$ cat src/rtl/rseq_pkg.sv
package rseq_pkg;
  typedef enum logic [2:0] {S_HALT, S_RD1, S_LD1, S_LD2, S_EXE, S_WAIT} rseq_state_e;

  localparam int          BEAM_W     = 8;
  localparam int          NUM_PTR    = 2;
  localparam logic [8:0]  OFF_CTRL   = 9'h02E;
  localparam logic [8:0]  OFF_P1_HI  = 9'h080;
  localparam logic [8:0]  OFF_JMP1   = 9'h088;
  localparam logic [8:0]  LIM_SAFE   = 9'h080;
  localparam logic [8:0]  LIM_DANGER = 9'h040;
  localparam logic [15:0] END_W1     = 16'hFFFF;
  localparam logic [15:0] END_W2     = 16'hFFFE;

  // word-select of pointer g upper half; lower half is +1 word
  function automatic logic [7:0] ptr_hi_sel(int g);
    return OFF_P1_HI[8:1] + 8'(2 * g);
  endfunction

  function automatic logic [7:0] jmp_sel(int g);
    return OFF_JMP1[8:1] + 8'(g);
  endfunction
endpackage

$ cat src/rtl/rseq_beam_cmp.sv
module rseq_beam_cmp
  import rseq_pkg::*;
(
  input  logic [BEAM_W-1:0] vpos_i,
  input  logic [BEAM_W-1:0] hpos_i,
  input  logic [15:0]       pos_w_i,
  input  logic [15:0]       mask_w_i,
  output logic              hit_o
);
  logic [6:0]  vmask, hmask;
  logic [15:0] beam_key, tgt_key;

  assign vmask    = mask_w_i[14:8];
  assign hmask    = mask_w_i[7:1];
  // vertical top bit never masked
  assign beam_key = {vpos_i[7], vpos_i[6:0] & vmask, hpos_i[7:1] & hmask};
  assign tgt_key  = {pos_w_i[15], pos_w_i[14:8] & vmask, pos_w_i[7:1] & hmask};
  assign hit_o    = beam_key >= tgt_key;
endmodule

$ cat src/rtl/rseq_ctl_regs.sv
module rseq_ctl_regs
  import rseq_pkg::*;
#(
  parameter int PTR_W = 20
) (
  input  logic             clk_i,
  input  logic             rst_ni,
  input  logic             wr_en_i,
  input  logic [8:0]       wr_addr_i,
  input  logic [15:0]      wr_data_i,
  output logic [PTR_W-1:0] ptr1_o,
  output logic [PTR_W-1:0] ptr2_o,
  output logic             danger_o,
  output logic             jump1_o,
  output logic             jump2_o
);
  localparam int HI_W = PTR_W - 16;

  logic [PTR_W-1:0]   ptr_q [NUM_PTR];
  logic [NUM_PTR-1:0] jump;
  logic               danger_q;

  always_ff @(posedge clk_i or negedge rst_ni) begin
    if (!rst_ni) begin
      for (int g = 0; g < NUM_PTR; g++) ptr_q[g] <= '0;
      danger_q <= 1'b0;
    end else if (wr_en_i) begin
      for (int g = 0; g < NUM_PTR; g++) begin
        if (wr_addr_i[8:1] == ptr_hi_sel(g))
          ptr_q[g][PTR_W-1:16] <= wr_data_i[HI_W-1:0];
        if (wr_addr_i[8:1] == ptr_hi_sel(g) + 8'd1)
          ptr_q[g][15:0] <= {wr_data_i[15:1], 1'b0};
      end
      if (wr_addr_i[8:1] == OFF_CTRL[8:1]) danger_q <= wr_data_i[1];
    end
  end

  always_comb begin
    for (int g = 0; g < NUM_PTR; g++)
      jump[g] = wr_en_i && (wr_addr_i[8:1] == jmp_sel(g));
  end

  assign ptr1_o   = ptr_q[0];
  assign ptr2_o   = ptr_q[1];
  assign danger_o = danger_q;
  assign jump1_o  = jump[0];
  assign jump2_o  = jump[1];

  AST_PTR_HOLD: assert property (@(posedge clk_i) disable iff (!rst_ni)
    !wr_en_i |=> ($stable(ptr_q[0]) && $stable(ptr_q[1])));
endmodule

$ cat src/rtl/raster_seq.sv
module raster_seq
  import rseq_pkg::*;
#(
  parameter int PTR_W = 20
) (
  input  logic             clk_i,
  input  logic             rst_ni,
  input  logic             frame_start_i,
  input  logic [7:0]       vpos_i,
  input  logic [7:0]       hpos_i,
  input  logic             host_we_i,
  input  logic [8:0]       host_addr_i,
  input  logic [15:0]      host_data_i,
  output logic             mem_rd_o,
  output logic [PTR_W-1:0] mem_addr_o,
  input  logic [15:0]      mem_rdata_i,
  output logic             reg_we_o,
  output logic [8:0]       reg_addr_o,
  output logic [15:0]      reg_data_o
);
  localparam logic [PTR_W-1:0] STEP = PTR_W'(2);

  rseq_state_e      st_q;
  logic [PTR_W-1:0] pc_q, ptr1, ptr2, new_pc;
  logic [15:0]      w1_q, w2_q;
  logic             danger, jump1, jump2, hit, restart;
  logic             is_move, is_end, is_skip, blocked, do_move;
  logic             wr_en;
  logic [8:0]       wr_addr, move_off;
  logic [15:0]      wr_data;

  // own writes take precedence over host writes
  assign wr_en   = reg_we_o | host_we_i;
  assign wr_addr = reg_we_o ? reg_addr_o : host_addr_i;
  assign wr_data = reg_we_o ? reg_data_o : host_data_i;

  rseq_ctl_regs #(.PTR_W(PTR_W)) u_regs (
    .clk_i     (clk_i),
    .rst_ni    (rst_ni),
    .wr_en_i   (wr_en),
    .wr_addr_i (wr_addr),
    .wr_data_i (wr_data),
    .ptr1_o    (ptr1),
    .ptr2_o    (ptr2),
    .danger_o  (danger),
    .jump1_o   (jump1),
    .jump2_o   (jump2)
  );

  rseq_beam_cmp u_cmp (
    .vpos_i   (vpos_i),
    .hpos_i   (hpos_i),
    .pos_w_i  (w1_q),
    .mask_w_i (w2_q),
    .hit_o    (hit)
  );

  assign move_off = {w1_q[8:1], 1'b0};
  assign is_move  = !w1_q[0];
  assign is_end   = (w1_q == END_W1) && (w2_q == END_W2);
  assign is_skip  = w2_q[0];
  assign blocked  = move_off < (danger ? LIM_DANGER : LIM_SAFE);
  assign restart  = frame_start_i | jump1 | jump2;
  assign new_pc   = (frame_start_i | jump1) ? ptr1 : ptr2;
  assign do_move  = (st_q == S_EXE) && is_move && !blocked && !restart;

  always_ff @(posedge clk_i or negedge rst_ni) begin
    if (!rst_ni) begin
      st_q <= S_HALT;
      pc_q <= '0;
      w1_q <= '0;
      w2_q <= '0;
    end else if (restart) begin
      st_q <= S_RD1;
      pc_q <= new_pc;
    end else begin
      unique case (st_q)
        S_RD1: begin
          pc_q <= pc_q + STEP;
          st_q <= S_LD1;
        end
        S_LD1: begin
          w1_q <= mem_rdata_i;
          pc_q <= pc_q + STEP;
          st_q <= S_LD2;
        end
        S_LD2: begin
          w2_q <= mem_rdata_i;
          st_q <= S_EXE;
        end
        S_EXE: begin
          if (is_move)      st_q <= blocked ? S_HALT : S_RD1;
          else if (is_end)  st_q <= S_HALT;
          else if (is_skip) begin
            if (hit) pc_q <= pc_q + STEP + STEP;
            st_q <= S_RD1;
          end else          st_q <= hit ? S_RD1 : S_WAIT;
        end
        S_WAIT: if (hit) st_q <= S_RD1;
        default: st_q <= S_HALT;
      endcase
    end
  end

  always_ff @(posedge clk_i or negedge rst_ni) begin
    if (!rst_ni) begin
      reg_we_o   <= 1'b0;
      reg_addr_o <= '0;
      reg_data_o <= '0;
    end else begin
      reg_we_o <= do_move;
      if (do_move) begin
        reg_addr_o <= move_off;
        reg_data_o <= w2_q;
      end
    end
  end

  assign mem_rd_o   = (st_q == S_RD1) || (st_q == S_LD1);
  assign mem_addr_o = pc_q;

  AST_MOVE_LIMIT: assert property (@(posedge clk_i) disable iff (!rst_ni)
    reg_we_o |-> (reg_addr_o >= ($past(danger) ? LIM_DANGER : LIM_SAFE)));
  AST_RESTART_FETCH: assert property (@(posedge clk_i) disable iff (!rst_ni)
    frame_start_i |=> (mem_rd_o && mem_addr_o == $past(ptr1)));
  AST_WAIT_QUIET: assert property (@(posedge clk_i) disable iff (!rst_ni)
    (st_q == S_WAIT) |-> (!mem_rd_o && !reg_we_o));
  AST_WE_PULSE: assert property (@(posedge clk_i) disable iff (!rst_ni)
    reg_we_o |=> !reg_we_o);
endmodule

$ cat config.mk
export PLATFORM = sky130hd
export DESIGN_NAME = raster_seq
export DESIGN_NICKNAME = d
export VERILOG_FILES = /design/src/rtl/rseq_pkg.sv /design/src/rtl/rseq_beam_cmp.sv /design/src/rtl/rseq_ctl_regs.sv /design/src/rtl/raster_seq.sv
export SDC_FILE = /design/constraint.sdc
export NUM_CORES = 1
export LEC_CHECK = 0
export CAP_MARGIN = 5
export CORE_ASPECT_RATIO = 1.1
export CORE_UTILIZATION = 32
export CTS_BUF_LIST = sky130_fd_sc_hd__clkbuf_16
export DETAILED_ROUTE_END_ITERATION = 10
export SLEW_MARGIN = 40
export SYNTH_ARGS = -nofsm -noshare
export SYNTH_HDL_FRONTEND = slang
export SYNTH_SLANG_ARGS = --single-unit
$ cat constraint.sdc
create_clock -name clk_i -period 4.2 [get_ports clk_i]
set_input_delay 0.84 -clock clk_i [delete_from_list [all_inputs] [get_ports clk_i]]
set_output_delay 0.84 -clock clk_i [all_outputs]
set_load 0.005 [all_outputs]
==> flow_summary.toml <==
[setup_path]
crit_fanout = 33
crit_end = "mem_addr_o[16]"
critPathLaunch = "hpos_i[4]"
path_class = "in -> reg"
critPathLaunchType = "primary input"
timing.rr.end = "mem_addr_o[16]"
cp.required_ns = 4.50
r2r_start = "mem_addr_o[2]"
critPathArrivalTime_ns = 3.52
r2r_slack_ns = 0.99
end_kind = "flop"
r2r_cells = 9

[clock_network]
clock-sinks = 118
postCtsSetupBuffers = 0
clk_path_buf_depth = 2
htreeDepth = 4
clock_latency_ns = 0.42
hold_buffers = 0
cts_root_buffer = "clkbuf_16"
clkSlewWorstSetupHoldPaths_ns = 0.05
cts_made_buffers = 17
cts_resized = 0
cts_tree = "yes"

[route]
drt_first_pass_iters = 4
route.detailed.drc = 0
viasPerCell = 5.17
routed_wl_um = 17200
ant_nets = 0
drtIter0Drc = 275
wl_per_cell_um = 16.9
via_count = 5262

[floorplanning]
coreArea_mm2 = 0.0199
rows = 54
die_area_mm2 = 0.0209
io_pins = 108
die_h_um = 152
die_w_um = 138
start_util_pct = 32.8

[power]
peakVddDrop_uv = 311
p_leak_nw = 3.51
powerDensity_mw_per_mm2 = 554

[final_layout]
final_common_cell = "dfrtp_1"
seq_area_mm2 = 0.00295
fillers = 1983
syn_to_final_growth_pct = 29.1
diodes = 0
fin_util_pct = 42.3
design.final.nets = 832
multi_input_area_mm2 = 0.00331
drive_above_1_share_pct = 14.0
final_cell_mix = "118 x dfrtp_1, 102 x clkdlybuf4s50_1, 87 x nand2_1, 62 x o21ai_0, 46 x mux2_2"

[global_routing]
grt_pass1_vias = 5303
grt_max_degree = 43
grt_overflow = 0
grt_pass1_wl_um = 28200
antenna_found_initial = 0
grt_use_total_pct = 17.4

[timing]
holdWs_ns = 0.323
finalClockSkew_ns = 0.0101
period_minus_slack_ns = 3.21
clock.fmax_mhz = 311
slew_headroom_pct = 54.5
timing_hold_violations_final = 0
tightest_slew_ns = 0.682
rsz0062_at_grt = "no"
fin_crit_sh_pct = 76.4
tns_ns = 0
finalSetupViolations = 0
drv_slew = 0

[synth]
ys_warn_count = 0
ys_seq_area_share_pct = 45.3
synth_edf_count = 0
syn_inst = 654
synthesis.area_mm2 = 0.00652
ys_types = 73
synth_top_flop_cell = "dfrtp_1"
synth_area_per_cell_um2 = 9.96
ys_ff_latch = 118
async_flop_share_pct = 100

[job]
max_cap_viol_count = 0

[place]
io_buffers = 103
hpwlAfterDp_um = 12700
gp_congestion = 0.840

[status]
outcome = "finished, final reports clean"

[worst_hold_path]
hold_class = "in -> async"
-- critical path: stages --
cell	delay, ns
clkdlybuf4s50_1	0.41
and2_1	0.17
ha_1	0.27
and3_1	0.15
nand3_1	0.07
a21oi_1	0.11
nor3_1	0.06
o31ai_1	0.34
a41o_2	0.63
a21bo_2	0.28
a22o_1	0.17
-- power by group --
group | total (W) | switching, W | internal [W]
registers | 0.00183 | 0.000372 | 0.00145
clock network | 0.00151 | 0.000522 | 0.000984
logic | 0.00133 | 0.000567 | 0.000763
-- worst min path at each step --
stage                     slack, ns           endpoint              from
after floorplan                0.44   u_regs.ptr2_o[8]  u_regs.ptr2_o[8]
after global placement         0.45   u_regs.ptr2_o[8]  u_regs.ptr2_o[8]
after detailed placement       0.47   u_regs.ptr1_o[9]  u_regs.ptr1_o[9]
after CTS                      0.31  u_regs.ptr1_o[19]            rst_ni
after global routing           0.32      mem_addr_o[3]            rst_ni
final                          0.32  u_regs.ptr1_o[16]            rst_ni
-- kinds of logic after synthesis --
group	share of synthesized area, %
flops	45.3
xor+xnor	2.42
compound gates	14.6
buf+inv	4.24
simple gates	17.1
mux	12.7
fa+ha+maj	3.46
other cells	0.0575
-- flip-flops by register name (all words and copies together) (netlist names) --
signal,count
u_regs.ptr1_o,19
reg_we_o,1
reg_data_o,16
w2_q,16
w1_q,16
mem_addr_o,19
u_regs.ptr2_o,19
u_regs.danger_o,1
st_q,3
reg_addr_o,8
-- metrics by stage --
stage	std cells	setup WS [ns]	area, um^2	power (W)
after floorplan	655	1.35	6520	0.00253
after CTS	1018	0.989	8400	0.00472
after global routing	1018	0.703	8410	0.00495
after global placement	985	0.541	7770	0.00315
after detailed placement	986	0.559	7790	0.00318
final	1018	0.989	8410	0.00466
-- routing by layer --
layer | track usage [%] | wire (um) | part of all wire, % | vias up
met5 | 0 | 0 | 0 | -
met4 | 6.26 | 291 | 1.7 | 0
met3 | 3.55 | 602 | 3.5 | 18
met2 | 28.7 | 8300 | 48 | 131
met1 | 22.7 | 7990 | 46 | 2544
li1 | - | - | - | 2569
-- cells in the mapped netlist, types with 3 or more instances --
cell type  count  area share, %
mux2i_1       20            3.1
a22o_1         7           0.94
nand4_1        6           0.58
nor3_1         6           0.46
mux2_1        10            1.7
and3_1         5           0.48
nand3b_1       9            1.0
o31ai_1        5           0.58
o21ai_0       62            4.8
ha_1          18            3.5
nor2_1        23            1.3
a21oi_1       19            1.5
nand2b_1       5           0.48
and2_1        15            1.4
dfrtp_1      118             45
nand3_1       22            1.7
a21o_1         5           0.58
nor2b_1        9           0.86
nand2_1       88            5.1
inv_1         20            1.2
nor4_1         6           0.58
and4_1         3           0.40
mux2_2        46            7.9
buf_6          3           0.52
buf_2         11           0.84
o211ai_1       9            1.0
buf_4          6           0.69
clkbuf_1      17           0.98
a211oi_1       5           0.58
a31oi_1        8           0.77
xnor2_1       16            2.2
-- area by class of cell --
| class | instances | area share [%] |
|---|---|---|
| Clock buffer | 17 | 5.06 |
| Timing Repair Buffer | 117 | 13.6 |
| Sequential cell | 118 | 35.1 |
| Clock inverter | 15 | 2.25 |
| Inverter | 20 | 0.893 |
| Multi-Input combinational cell | 479 | 39.3 |
| Tap cell | 252 | 3.75 |
Note: power is estimated with default switching activity, not from simulation.
